### src/rtl/spi_fq_pkg.sv
package spi_fq_pkg;
    typedef enum logic [1:0] {
        GB_IDLE,
        GB_QUEUED,
        GB_LAST
    } gb_state_e;

    typedef enum logic [1:0] {
        TM_IDLE,
        TM_COUNT,
        TM_EXPIRED
    } tm_state_e;

    localparam int IRQ_RXTHR = 0;
    localparam int IRQ_TXTHR = 1;
    localparam int IRQ_OVR   = 2;
    localparam int IRQ_TMO   = 3;
    localparam int IRQ_N     = 4;
endpackage

### src/rtl/spi_fq_fifo.sv
module spi_fq_fifo #(
    parameter int W     = 32,
    parameter int DEPTH = 8,
    localparam int PTR_W = $clog2(DEPTH),
    localparam int CNT_W = $clog2(DEPTH + 1)
) (
    input  logic             clk,
    input  logic             rst_n,
    input  logic             clr,
    input  logic             push,
    input  logic [W-1:0]     wdata,
    input  logic             pop,
    output logic [W-1:0]     head,
    output logic [CNT_W-1:0] count,
    output logic             empty,
    output logic             full,
    output logic             push_ok,
    output logic             pop_ok
);
    logic [W-1:0]     mem [DEPTH];
    logic [PTR_W-1:0] wr_ptr;
    logic [PTR_W-1:0] rd_ptr;

    // occupancy flags come straight from the registered count
    assign empty   = (count == '0);
    assign full    = (count == CNT_W'(DEPTH));
    assign push_ok = push && !full && !clr;
    assign pop_ok  = pop && !empty && !clr;
    assign head    = mem[rd_ptr];

    function automatic logic [PTR_W-1:0] bump(input logic [PTR_W-1:0] p);
        return (p == PTR_W'(DEPTH - 1)) ? '0 : p + 1'b1;
    endfunction

    always_ff @(posedge clk or negedge rst_n) begin
        if (!rst_n) begin
            wr_ptr <= '0;
            rd_ptr <= '0;
            count  <= '0;
        end else if (clr) begin
            wr_ptr <= '0;
            rd_ptr <= '0;
            count  <= '0;
        end else begin
            if (push_ok) wr_ptr <= bump(wr_ptr);
            if (pop_ok)  rd_ptr <= bump(rd_ptr);
            if (push_ok && !pop_ok)      count <= count + 1'b1;
            else if (pop_ok && !push_ok) count <= count - 1'b1;
        end
    end

    always_ff @(posedge clk) begin
        if (push_ok) mem[wr_ptr] <= wdata;
    end
endmodule

### src/rtl/spi_fq_rx_timer.sv
module spi_fq_rx_timer
    import spi_fq_pkg::*;
#(
    parameter int DEPTH      = 8,
    parameter int TMO_MASTER = 64,
    parameter int TMO_SLAVE  = 576,
    localparam int CNT_W = $clog2(DEPTH + 1),
    localparam int TMO_MAX = (TMO_MASTER > TMO_SLAVE) ? TMO_MASTER : TMO_SLAVE,
    localparam int TMR_W = $clog2(TMO_MAX + 1)
) (
    input  logic             clk,
    input  logic             rst_n,
    input  logic             master,
    input  logic             tick,
    input  logic             clr,
    input  logic             push_ok,
    input  logic             pop_ok,
    input  logic [CNT_W-1:0] count,
    output logic             expired
);
    tm_state_e        state, state_nx;
    logic [TMR_W-1:0] tmr, tmr_nx;
    logic             step;
    logic [TMR_W-1:0] last;
    logic             goes_empty;

    assign step = master ? tick : 1'b1;
    assign last = master ? TMR_W'(TMO_MASTER - 1) : TMR_W'(TMO_SLAVE - 1);
    assign goes_empty = clr
                     || (count == '0 && !push_ok)
                     || (count == CNT_W'(1) && pop_ok && !push_ok);

    always_ff @(posedge clk or negedge rst_n) begin
        if (!rst_n) begin
            state <= TM_IDLE;
            tmr   <= '0;
        end else begin
            state <= state_nx;
            tmr   <= tmr_nx;
        end
    end

    always_comb begin
        state_nx = state;
        tmr_nx   = tmr;
        unique case (state)
            TM_IDLE: begin
                tmr_nx = '0;
                if (!goes_empty) state_nx = TM_COUNT;
            end
            TM_COUNT: begin
                if (goes_empty) begin
                    state_nx = TM_IDLE;
                    tmr_nx   = '0;
                end else if (push_ok || pop_ok) begin
                    tmr_nx = '0;                  // restart
                end else if (step && tmr >= last) begin
                    state_nx = TM_EXPIRED;
                    tmr_nx   = '0;
                end else if (step) begin
                    tmr_nx = tmr + 1'b1;
                end
            end
            TM_EXPIRED: begin
                if (goes_empty) begin
                    state_nx = TM_IDLE;
                end else if (pop_ok) begin
                    state_nx = TM_COUNT;          // read clears flag
                    tmr_nx   = '0;
                end
            end
            default: state_nx = TM_IDLE;
        endcase
    end

    always_comb expired = (state == TM_EXPIRED);
endmodule

### src/rtl/spi_fq_gobusy.sv
module spi_fq_gobusy
    import spi_fq_pkg::*;
#(
    parameter int DEPTH = 8,
    localparam int CNT_W = $clog2(DEPTH + 1)
) (
    input  logic             clk,
    input  logic             rst_n,
    input  logic             master,
    input  logic             clr,
    input  logic             push_ok,
    input  logic             pop_ok,
    input  logic [CNT_W-1:0] count,
    input  logic             word_done,
    output logic             go_busy
);
    gb_state_e state, state_nx;

    always_ff @(posedge clk or negedge rst_n) begin
        if (!rst_n) state <= GB_IDLE;
        else        state <= state_nx;
    end

    always_comb begin
        state_nx = state;
        unique case (state)
            GB_IDLE:
                if (master && push_ok) state_nx = GB_QUEUED;
            GB_QUEUED:
                if (clr) state_nx = GB_IDLE;
                else if (pop_ok && !push_ok && count == CNT_W'(1)) state_nx = GB_LAST;
            GB_LAST:
                if (push_ok) state_nx = GB_QUEUED;
                else if (word_done || clr) state_nx = GB_IDLE;
            default: state_nx = GB_IDLE;
        endcase
    end

    always_comb go_busy = (state != GB_IDLE);
endmodule

### src/rtl/spi_fq_unit.sv
module spi_fq_unit
    import spi_fq_pkg::*;
#(
    parameter int W          = 32,
    parameter int DEPTH      = 8,
    parameter int THR_W      = 2,
    parameter int TMO_MASTER = 64,
    parameter int TMO_SLAVE  = 576,
    localparam int CNT_W = $clog2(DEPTH + 1)
) (
    input  logic             clk,
    input  logic             rst_n,
    input  logic             cfg_master,
    input  logic             spi_tick,
    input  logic [IRQ_N-1:0] irq_en,
    input  logic [THR_W-1:0] rx_thr,
    input  logic [THR_W-1:0] tx_thr,
    input  logic             tx_push,
    input  logic [W-1:0]     tx_wdata,
    input  logic             tx_clr,
    input  logic             rx_pop,
    output logic [W-1:0]     rx_rdata,
    input  logic             rx_clr,
    input  logic             ovr_clr,
    input  logic             eng_tx_pop,
    output logic [W-1:0]     eng_tx_data,
    input  logic             eng_word_done,
    input  logic             eng_rx_push,
    input  logic [W-1:0]     eng_rx_data,
    output logic             go_busy,
    output logic [CNT_W-1:0] tx_count,
    output logic [CNT_W-1:0] rx_count,
    output logic             tx_empty,
    output logic             tx_full,
    output logic             rx_empty,
    output logic             rx_full,
    output logic             rx_thr_sts,
    output logic             tx_thr_sts,
    output logic             ovr_flag,
    output logic             tmo_flag,
    output logic             irq
);
    logic tx_push_ok, tx_pop_ok, rx_push_ok, rx_pop_ok;
    logic [IRQ_N-1:0] sts;

    spi_fq_fifo #(.W(W), .DEPTH(DEPTH)) u_txq (
        .clk(clk), .rst_n(rst_n), .clr(tx_clr),
        .push(tx_push), .wdata(tx_wdata), .pop(eng_tx_pop),
        .head(eng_tx_data), .count(tx_count), .empty(tx_empty), .full(tx_full),
        .push_ok(tx_push_ok), .pop_ok(tx_pop_ok)
    );

    spi_fq_fifo #(.W(W), .DEPTH(DEPTH)) u_rxq (
        .clk(clk), .rst_n(rst_n), .clr(rx_clr),
        .push(eng_rx_push), .wdata(eng_rx_data), .pop(rx_pop),
        .head(rx_rdata), .count(rx_count), .empty(rx_empty), .full(rx_full),
        .push_ok(rx_push_ok), .pop_ok(rx_pop_ok)
    );

    spi_fq_rx_timer #(.DEPTH(DEPTH), .TMO_MASTER(TMO_MASTER), .TMO_SLAVE(TMO_SLAVE)) u_tmr (
        .clk(clk), .rst_n(rst_n), .master(cfg_master), .tick(spi_tick),
        .clr(rx_clr), .push_ok(rx_push_ok), .pop_ok(rx_pop_ok),
        .count(rx_count), .expired(tmo_flag)
    );

    spi_fq_gobusy #(.DEPTH(DEPTH)) u_gb (
        .clk(clk), .rst_n(rst_n), .master(cfg_master), .clr(tx_clr),
        .push_ok(tx_push_ok), .pop_ok(tx_pop_ok), .count(tx_count),
        .word_done(eng_word_done), .go_busy(go_busy)
    );

    // overrun set has priority over the write-one clear
    always_ff @(posedge clk or negedge rst_n) begin
        if (!rst_n)                              ovr_flag <= 1'b0;
        else if (eng_rx_push && rx_full && !rx_clr) ovr_flag <= 1'b1;
        else if (ovr_clr)                        ovr_flag <= 1'b0;
    end

    // strict-greater, R5 less-or-equal
    assign rx_thr_sts = rx_count >  {{(CNT_W-THR_W){1'b0}}, rx_thr};
    assign tx_thr_sts = tx_count <= {{(CNT_W-THR_W){1'b0}}, tx_thr};

    always_comb begin
        sts            = '0;
        sts[IRQ_RXTHR] = rx_thr_sts;
        sts[IRQ_TXTHR] = tx_thr_sts;
        sts[IRQ_OVR]   = ovr_flag;
        sts[IRQ_TMO]   = tmo_flag;
    end

    assign irq = |(sts & irq_en);
endmodule

### config.mk
export PLATFORM = sky130hd
export DESIGN_NAME = spi_fq_unit
export DESIGN_NICKNAME = d
export VERILOG_FILES = /design/src/rtl/spi_fq_pkg.sv /design/src/rtl/spi_fq_fifo.sv /design/src/rtl/spi_fq_rx_timer.sv /design/src/rtl/spi_fq_gobusy.sv /design/src/rtl/spi_fq_unit.sv
export SDC_FILE = /design/constraint.sdc
export NUM_CORES = 1
export LEC_CHECK = 0
export ABC_AREA = 1
export BUFFER_PORTS_ARGS = -buffer_cell sky130_fd_sc_hd__buf_2
export CAP_MARGIN = 5
export CORE_UTILIZATION = 40
export DETAILED_ROUTE_END_ITERATION = 10
export GPL_TIMING_DRIVEN = 0
export PLACE_DENSITY_LB_ADDON = 0.15
export SLEW_MARGIN = 20
export SYNTH_ARGS = -nofsm -noshare
export SYNTH_HDL_FRONTEND = slang
export SYNTH_SLANG_ARGS = --single-unit
### constraint.sdc
create_clock -name clk -period 8.9 [get_ports clk]
set_input_delay 0.89 -clock clk [delete_from_list [all_inputs] [get_ports clk]]
set_output_delay 0.89 -clock clk [all_outputs]
set_load 0.03 [all_outputs]
==> summary by stage, run 1 <==
Run status
The flow ran to the end, and the final reports show no timing, DRC or antenna violations.

Route
The count of nets left with antenna violations once routing finished came out at 0. The detailed router's first-iteration violation count is between 1000 and 1500. After detailed routing, the number of vias per cell comes to 5.31. The number of remaining DRC errors is 0. After detailed routing, the total wire length is between 50000 and 60000 um.

The total number of vias is roughly 15000. The detailed-router iteration count before antenna repair is 5. After detailed routing, the average wire length per cell comes to about 21 um.

Run
The number of max-capacitance violations reported is 0.

Place
The area of placed instances is ~24000 um^2. Once placement completed, the tool counted placed cells totaling 2697. The weighted congestion reported at the end of routability-driven placement is 0.798. Detailed placement finished with a half-perimeter wire length of between 30000 and 40000 um. The count of input and output buffers is around 170.

Floorplan
The floorplan has 85 rows. The standard cell core area is about 54000 um^2. In this run the horizontal extent of the chip is around 240 um. Pin placement for this block handled ~170 I/O pins.

For this configuration, the core starts out at a cell density of 0.408. The die boundary height is around 240 um. The die covers between 50000 and 60000 um^2.

Synth
A synthesized cell averages 12.2 um^2. Synthesis produced 1820 cells. After synthesis the cells add up to around 22000 um^2. The proportion of netlist area held by the largest area contributor is 0.694. The total nets after synthesis is roughly 1900. The number of storage elements in the synthesis netlist is roughly 550.

The cell type contributing the most total cell area after synthesis is edfxtp_1. Yosys mapped a number of flops with a built-in enable equal to just over 500. For this run, asynchronously set or reset flops after synthesis account for 0.0640.

The count of distinct cell types in the synthesized netlist is 37. The number of synthesis warnings is 0. For this run, the register share of the synthesized area comes to 0.733. The primary flip-flop cell chosen by synthesis mapping is edfxtp_1. After synthesis, the cell types taking the most area are edfxtp_1 (69%), nor2_1 (8.4%), o21ai_0 (6.3%).

STA
The final cycle utilization of the critical path is 0.452. The hold violation count in the final report came to 0. The shortest clock period the worst path allows after layout is between 4 and 5 ns.

Setup total negative slack on the finished layout was measured at 0 ns. The worst max-slew margin expressed relative to the limit is 0.422. The worst clock skew is ~0.025 ns. At the pin with the least slew margin, the transition time is slightly below 0.9 ns.

Setup violations remaining at the end of the flow were counted as 0. The number of pins with negative max-slew slack in the final report was 0. Setup repair after global routing left no endpoint under its margin. Derived from the worst setup path, the maximum achievable clock frequency is 249 MHz.

Finish
For this run, the share of the core covered by cells in the final layout is 0.486. The most frequent standard cell in the layout excluding fill and tap cells is edfxtp_1. The finished layout holds approximately 2800 standard cells, fillers aside.

Compared with the post-synthesis result, the final layout area differs by 19.0%. The summed area of non-filler cells in the final layout is around 26000 um^2. The top cell types in the final layout, fill and taps aside, are edfxtp_1 (512), nor2_1 (478), o21ai_0 (280), buf_2 (176), nand2_1 (97). The count of nets after finishing is between 2000 and 2500. Of the cells placed in the final design, the portion with a size suffix greater than 1 is 0.154. Counting the fill cells in the layout gives 4871.

Power
Power spread over the standard cell area amounts to between 200 and 300 nW/um^2. VDD sags by at most roughly 160 uV. The static power due to leakage is between 0.009 and 0.01 uW. Overall power consumption after layout is estimated at ~7400 uW.

CTS
The post-CTS repair timing setup buffer count is 0. The clock transition at the registers of the reported paths is about 0.06 ns. Post-CTS repair changed the size of 0 cells.

The TritonCTS clock tree is done. The clock passes through at most 3 buffers. The root buffer cell is clkbuf_16. The sink count of the clock tree is 547. The total CTS buffers is between 50 and 60.

The hold-fix buffer count after cts is 0. The number of levels the H-tree was split into is 2. The insertion delay to the later sink of the worst-skew pair is roughly 0.60 ns.

Critical path
The startpoint kind of the worst setup timing path is a flip-flop. The worst path arrival time is 3.13 ns. By startpoint and endpoint, the worst setup path is classified as reg2out. In this run the register-to-register setup slack is between 6 and 7 ns. The required time of the worst setup path is ~8 ns.

The reg-to-reg startpoint is u_txq.count[0]. Along the worst path, the maximum fanout reaches 10. The sort of element at the end of the critical path is a primary output.

In this run the worst setup path begins at u_txq.rd_ptr[1]. Measured in cells, the most critical reg-to-reg path has a length of 8. The endpoint of the lowest-slack register-to-register path is u_txq.mem[2][6].

Global route
The number of antenna violations at the first check in global routing was 6. The total track usage is 0.208. The wire length of the first global-routing pass is 88700 um. Entering global routing, the biggest net connects 36 pins. The overall overflow remaining after global route is 0. The number of global-route vias before repair is between 10000 and 15000.

Hold path
The tightest min-delay check is of the in2async type.
worst max path at each step:
stage	endpoint	cells after the start
6_report	eng_tx_data[22]	8
5_1_grt	eng_tx_data[22]	8
4_1_cts	eng_tx_data[23]	7
3_5_place_dp	eng_tx_data[23]	7
3_3_place_gp	u_rxq.mem[1][5]	6
2_1_floorplan	irq	7
per-stage QoR:
stage	setup WS (ns)	hold slack [ns]
final	4.88	0.401
after global routing	4.76	0.432
after CTS	4.92	0.397
after detailed placement	5.58	0.502
after global placement	3.97	0.505
after floorplan	5.58	0.471
critical path, cell delays in order, from the launching register on:
cell and delay (ns):
dfrtp_1 0.41, inv_1 0.08, clkbuf_1 0.44, clkbuf_1 0.48, o21ai_0 0.21, o22ai_1 0.18, nor2_1 0.06, a31oi_1 0.36
buf_2 0.29
cell type report:
cell class,count,area (um^2),area share
Buffer,99,393,0.0149
Timing Repair Buffer,181,1210,0.0457
Tap cell,696,871,0.0330
Multi-Input combinational cell,1113,5400,0.205
Antenna cell,3,7.51,0.000285
Clock buffer,68,1520,0.0576
Clock inverter,37,494,0.0187
Sequential cell,547,16300,0.616
Inverter,61,230,0.00873
sequential cells by signal, summed over array words and instances (netlist names):
name,cells
u_rxq.mem,256
u_txq.mem,256
u_tmr.tmr,10
u_rxq.count,4
u_txq.count,4
u_rxq.rd_ptr,3
u_rxq.wr_ptr,3
u_txq.rd_ptr,3
u_txq.wr_ptr,3
u_gb.state,2
u_tmr.state,2
ovr_flag,1
power breakdown:
part / total (uW) / switching [uW] / internal, uW / leakage, uW
logic: 1920 / 1410 / 513 / 0.00323
registers: 2980 / 59.7 / 2920 / 0.00509
clock network: 2550 / 985 / 1560 / 0.000993
total: 7440 / 2450 / 4990 / 0.00931
routing by layer:
| metal | GRT usage | wire [um] | part of all wire | vias to the layer above |
|---|---|---|---|---|
| li1 | - | - | - | 7040 |
| met1 | 0.305 | 26800 | 0.46 | 7300 |
| met2 | 0.318 | 26200 | 0.45 | 446 |
| met3 | 0.0381 | 3810 | 0.066 | 96 |
| met4 | 0.0559 | 1190 | 0.020 | 8 |
| met5 | 0 | 52 | 0.00089 | - |
cells in the mapped netlist, types with 3 or more instances:
cell,number
inv_2,5
ha_1,20
inv_1,55
o21ai_1,3
buf_2,11
buf_1,9
nand2_1,97
a21oi_1,8
o22ai_1,69
edfxtp_1,512
nor2_1,494
nand4_1,4
nand2_2,4
nor2_2,3
nand3_1,31
a31oi_1,64
dfrtp_1,35
o21ai_0,280
clkbuf_1,78
nor2_4,3
xor2_1,7
nor3_1,11
logic make-up after synthesis:
group / share of synthesized area
XOR/XNOR: 0.00316
flip-flops: 0.733
buffers and inverters: 0.0281
AND/OR/NAND/NOR: 0.118
adder cells (fa/ha/maj): 0.0113
AO/OA/AOI/OAI: 0.106
No activity file was read; power rests on OpenSTA's default activity.
==> inputs of run 2 (changes only) <==
Clock period 8.9 ns to 3.5 ns, I/O delays scaled along.
==> run 2 against run 1 <==
Effect of this change: non-clock buffer count grew 19; critical endpoint is now eng_tx_data[23]; largest cell class unchanged; power grew to 2.5 times the previous value; via count up 0.52%.
==> summary by stage, run 2 (same netlist as run 1, synthesis figures left out) <==
Run
The number of max-capacitance violations reported is 0.

CTS
The TritonCTS clock tree is done. Buffers inserted during clock tree synthesis total between 50 and 60. The insertion delay to the later sink of the worst-skew pair is ~0.6 ns. The number of levels the H-tree was split into is 2. The sink count of the clock tree is roughly 550.

In this run the post-CTS setup repair buffer count came out at 0. In this run the clock root is driven by a clkbuf_16. The deepest clock path buffer count is 3. Clock-pin slew was measured on the worst setup and hold paths at 0.06 ns.

STA
In the finished design, the share of the clock period the worst path needs comes to 0.978. The worst max-slew margin expressed relative to the limit is 0.422. The worst clock skew is between 0.02 and 0.03 ns. Final hold analysis gives a worst-case slack of approximately 0.028 ns. The upper clock frequency limit is 292 MHz. At the pin with the least slew margin, the transition time is around 0.87 ns. After layout, the minimum clock period comes to 3.42 ns. Setup violations remaining at the end of the flow were counted as 0. The number of pins with negative max-slew slack in the final report came to 0. Setup repair after global routing left no endpoint under its margin. The hold violation count in the final report is 0.

Floorplan
For this design the top-level I/O count stands at between 150 and 200. The die boundary height is approximately 240 um. The die covers ~56000 um^2. Measured along the x axis, the die boundary spans roughly 240 um. The starting utilization of the core area is 0.408. Row generation in the floorplan step produced 85 rows.

The standard cell core area is about 54000 um^2.

Global route
The number of antenna violations at the first check in global routing is 6. Global routing finished with a remaining overflow of 0. Across every metal layer, demand over resource in global routing totals 0.209. The number of global-route vias before repair is between 10000 and 15000. The largest net degree at the start of global routing is 36. The first global-routing pass estimated a little under 90000 um of wire.

Critical path
Of all nets on the critical path, the largest fanout is 10. Data on the critical path is required at its endpoint by around 3.2 ns. The critical path starts at u_txq.rd_ptr[0]. STA puts the critical path data arrival time at 3.07 ns. In this run the critical register-to-register path is captured at u_txq.mem[2][7]. The logic depth of the worst register-to-register path is 8.

The worst register-to-register path begins at u_txq.count[0]. The worst setup path is of the reg2out kind. The critical path ends at eng_tx_data[23]. The sort of element at the end of the critical path is a primary output. The startpoint kind of the worst setup timing path is a flip-flop. The minimum setup slack among reg-to-reg paths is between 0.6 and 0.7 ns.

Power
In this run the power density over the cells is ~710 nW/um^2. The overall power is about 19000 uW. The highest ir drop seen on vdd is about 400 uV.

The static power due to leakage is about 0.0094 uW.

Hold path
The startpoint identified for the worst hold timing path is tx_wdata[30]. The worst min-delay path category is in2reg.

Finish
The summed area of non-filler cells in the final layout is 26600 um^2. The library cells used most frequently in the layout, excluding fill and tap cells, are edfxtp_1 (512), nor2_1 (478), o21ai_0 (280), buf_2 (176), nand2_1 (97). In the final layout, the registers with the most flip-flops are u_rxq.mem: 256 flops, u_txq.mem: 256 flops, u_tmr.tmr: 10 flops. The fraction of layout instances using a drive strength above 1 is 0.155. The most frequent standard cell in the layout excluding fill and tap cells is edfxtp_1. Relative to the synthesized area, the layout overhead comes to 19.9%. The count of nets after finishing is between 2000 and 2500.

Route
Dividing the detail-routed via count by the number of cells gives between 5 and 6. The detailed-router iteration count before antenna repair is 5. The detailed router's first-iteration violation count is 1442. The routed layout has around 15000 vias.

The number of antenna-violating nets in the routed design is 0. After detailed routing, the number of remaining DRC violations is 0. The wire length per cell is 20.6 um. The detailed-route wire length is roughly 58000 um.

Place
The weighted congestion reported at the end of routability-driven placement is 0.798. Input and output buffers added on the ports amount to around 170. Once placement finished, the instance area stood at between 20000 and 25000 um^2. After legalization and detailed placement, the total HPWL measured around 37000 um.

Run status
The run finished with clean final reports.
-- run 2: cell types whose count changed in the layout (fill, tap and decap cells not counted), sizes merged --
cell / delta
diode: -1
dlygate4sd3: +19
-- run 2: layer usage --
metal / wire length (um) / vias to the layer above / track usage
met5: 50 / - / 0
met3: 3580 / 94 / 0.0370
li1: - / 7077 / -
met1: 27000 / 7337 / 0.306
met2: 26300 / 451 / 0.320
met4: 1210 / 8 / 0.0559
-- run 2: power by group --
group | switching, uW | internal (uW) | total [uW]
Combinational | 3590 | 1320 | 4910
Clock | 2510 | 3970 | 6480
Sequential | 151 | 7410 | 7570
Total | 6260 | 12700 | 19000
-- run 2: worst min-delay path by stage --
| stage | to | slack, ns | cells after the start |
|---|---|---|---|
| finish | u_txq.mem[1][30] | 0.03 | 1 |
| global route | u_rxq.mem[3][21] | 0.01 | 1 |
| CTS | u_txq.mem[0][20] | 0.001 | 1 |
| detailed placement | u_tmr.tmr[3] | 0.50 | 2 |
| global placement | u_tmr.tmr[3] | 0.51 | 2 |
| floorplan | ovr_flag | 0.05 | 0 |
-- run 2: timing repair --
| action | in CTS | in global routing |
|---|---|---|
| hold buffers | 19 | 0 |
| endpoints found under the setup margin | 0 | 8 |
| resized for setup | 0 | 10 |
| endpoints found under the hold margin | 151 | 0 |
-- run 2: area by class of cell --
| class | count | area (um^2) |
|---|---|---|
| inverters | 61 | 230 |
| multi-input cells | 1113 | 5400 |
| diodes | 2 | 5.00 |
| clock buffers | 68 | 1520 |
| repair buffers | 200 | 1400 |
| fillers | 4862 | 27700 |
| flip-flops and latches | 547 | 16300 |
| plain buffers | 99 | 399 |
| well taps | 696 | 871 |
| clock inverters | 37 | 494 |
-- run 2: worst max-delay path: stages (launching register included) --
cell and delay, ns:
dfrtp_1 0.48, buf_2 0.27, clkbuf_1 0.48, o21ai_0 0.18, o22ai_1 0.18, nor2_1 0.07, a31oi_1 0.49, buf_2 0.31
-- run 2: metrics by stage --
step	setup TNS [ns]	cells	worst slack (ns)	utilization
finish	0	2823	0.0771	0.490
CTS	0	2821	0.0596	0.490
floorplan	0	1820	0.273	-
global placement	-523.27	2681	-1.27	0.440
detailed placement	0	2697	0.672	0.449
global route	0	2823	0.000854	0.490
==> inputs of run 3 (changes only) <==
Settings changed: CORE_MARGIN set to 2, CORE_UTILIZATION 40 to 54.
==> run 3 against run 2 <==
Effect of this change: power decreased by 3.0%; non-clock buffer count decreased by 4; clock power decreased by 8.3%; die area decreased by 24%; utilization increased by 15 points; clock skew decreased by 0.0021 ns; register-to-register slack improved by 0.02 ns; largest cell class unchanged; largest power group unchanged.
==> summary by stage, run 3 (same netlist as run 1, synthesis figures left out) <==
Finish
In the final layout, the registers with the most flip-flops are u_rxq.mem: 256 flops, u_txq.mem: 256 flops, u_tmr.tmr: 10 flops. The layout overhead on the synthesized area is 18.0%. The filler cell count in the final layout is between 3000 and 4000. Leaving out fill and tap cells, the most frequent cell in the layout is edfxtp_1. Leaving out fill and tap cells, the most frequent cells in the layout are edfxtp_1 (512), nor2_1 (478), o21ai_0 (280), buf_2 (176), nand2_1 (97). The final standard cell utilization of the core is 0.643.

The net count of the finished layout is 2176. The fraction of layout instances using a drive strength above 1 is 0.149.

CTS
The total CTS buffers is 54. The clock tree synthesis step divided the H-tree into 2 levels. The deepest clock path buffer count is 3.

The post-CTS repair timing setup buffer count is 0. TritonCTS built the clock tree. The sink count of the clock tree is roughly 550.

The clock transition at the registers of the reported paths is 0.06 ns. The root buffer cell is clkbuf_16. The insertion delay to the later sink of the worst-skew pair is between 0.6 and 0.7 ns.

Floorplan
The die boundary height is 207 um. The floorplan step defined a core boundary enclosing just over 40000 um^2. Row generation in the floorplan step produced 74 rows. The die boundary width is about 210 um.

The floorplan step defined a die boundary enclosing about 43000 um^2. The number of ports placed on the die boundary is 166. For this configuration, the core starts out at a cell density of 0.545.

Global route
The total track usage is 0.262. The overall overflow remaining after global route is 0. The number of global-route vias before repair came to ~15000. The largest net degree at the start of global routing is 36.

The number of antenna violations at the first check in global routing is 4. The wire length of the first global-routing pass is about 84000 um.

Run
The number of max-capacitance violations reported is 0.

STA
The hold violation count in the final report is 0. Static timing analysis puts the maximum clock frequency at roughly 300 MHz. The worst path in the final design needs a cycle of approximately 3.4 ns, including I/O delays and setup. Setup violations remaining at the end of the flow were counted as 0. The number of pins with negative max-slew slack in the final report came to 0. The final cycle utilization of the critical path is 0.967. For the final database, setup skew stands at between 0.02 and 0.025 ns. The final worst-path setup slack is between 0.1 and 0.15 ns. In this run the tightest slew margin relative to its limit is 0.433.

Setup repair after global routing left no endpoint under its margin. The transition at the pin with the smallest max-transition slack is 0.851 ns.

Route
The final route contains 15290 vias. For this block, the routed nets add up to 55600 um of wire. For this run, design rule violations remaining after detail routing come to 0. The number of antenna-violating nets in the routed design is 0.

The detailed-router iteration count before antenna repair is 5. In the final routed layout, each cell accounts on average for about 21 um. The detailed router's first-iteration violation count is between 1500 and 2000. The average vias per placed instance is between 5 and 6.

Critical path
In this design, the critical path's most frequently occurring cell is clkbuf_1. The combined buffer and inverter count along the critical path is 3. At the worst endpoint, the arrival time is around 3 ns. The delay of the slowest cell on the worst path is between 0.4 and 0.5 ns. The classification of the worst setup path is reg2out. The signal on the critical path passes through clkbuf_1, clkbuf_1, o21ai_0, o22ai_1, nor2_1, a31oi_1, buf_2. The required time of the worst setup path is around 3.2 ns. The startpoint kind of the worst setup timing path is a flip-flop.

The sort of element at the end of the critical path is a primary output. In this design, the largest share of critical-path delay is due to buffers and inverters. In this run the worst path has a maximum fanout of 10. The master of the slowest instance on the critical path is clkbuf_1.

Place
At the end of routability-driven placement, the weighted congestion stood at just over 0.8. The count of input and output buffers is 165. At the placement stage, the worst setup path has a slack of approximately 0.68 ns. Detailed placement finished with a half-perimeter wire length of around 35000 um.

Power
In this run the power density over the cells is about 700 nW/um^2. The overall power is about 18000 uW. The highest ir drop seen on vdd is ~450 uV. For this design the static power due to leakage is roughly 0.0093 uW.

Run status
The run finished with clean final reports.

Hold path
The tightest min-delay check is of the in2reg type.
==> run 3: cell count changes in the layout (fill, tap and decap cells not counted), sizes merged <==
cell | before | now
diode | 2 | 3
clkbuf | 146 | 145
dlygate4sd3 | 19 | 15
inv | 60 | 61
clkinv | 24 | 19
bufinv | 12 | 8
buf | 202 | 203
clkinvlp | 2 | 3
==> run 3: report_power, final <==
part	leakage (uW)	switching (uW)	internal [uW]
clock	0.000886	2410	3520
sequential	0.00509	160	7410
combinational	0.00330	3550	1320
total	0.00928	6130	12300
==> run 3: final cells by class <==
cell class	instances	area (um^2)	share of cell area
tap	532	666	0.0255
sequential	547	16300	0.622
antenna	3	7.51	0.000287
inverter	61	230	0.00881
clock inverter	30	358	0.0137
multi-input combinational	1113	5400	0.207
timing repair buffer	197	1380	0.0527
clock buffer	68	1460	0.0557
buffer	98	390	0.0149
==> run 3: worst paths after layout <==
check	from	end	slack, ns	depth (start not counted)
min in group asynchronous	rst_n	ovr_flag	0.37	2
min reg2reg	u_tmr.tmr[3]	u_tmr.tmr[3]	0.52	2
min	tx_wdata[24]	u_txq.mem[1][24]	0.02	1
max in group asynchronous	rst_n	u_tmr.tmr[1]	2.58	2
max	u_txq.rd_ptr[1]	eng_tx_data[22]	0.12	7
max reg2reg	u_txq.count[0]	u_txq.mem[4][8]	0.66	8
==> run 3: what timing repair did <==
action                     4_1_cts  5_1_grt
setup endpoints to repair        0        5
hold endpoints to repair       109        0
gates resized for setup          0        2
hold buffers                    15        0
==> run 3: per-layer routing <==
metal | part of all wire | GRT usage | wire length (um) | vias up
li1 | - | - | - | 7053
met1 | 0.42 | 0.382 | 23600 | 7420
met2 | 0.46 | 0.404 | 25800 | 705
met3 | 0.086 | 0.0458 | 4790 | 108
met4 | 0.024 | 0.0855 | 1330 | 4
met5 | 0.00049 | 0 | 27 | -
==> run 3: metrics by stage <==
stage          std cells  hold slack [ns]  setup TNS [ns]  cell area, um^2
2_1_floorplan       1820           0.0544               0            22200
3_3_place_gp        2517            0.494         -454.01            23600
3_5_place_dp        2534            0.496               0            24200
4_1_cts             2647         0.000867               0            26100
5_1_grt             2647           0.0141               0            26100
6_report            2649           0.0216               0            26100
==> run 3: worst reg2reg max path: stages (launching register included) <==
cell,delay (ns)
dfrtp_1,0.44
inv_1,0.13
ha_1,0.26
nand3_1,0.11
nand2_1,0.09
nor2_2,0.26
nand2_1,0.33
nor2_4,0.67
buf_16,0.24
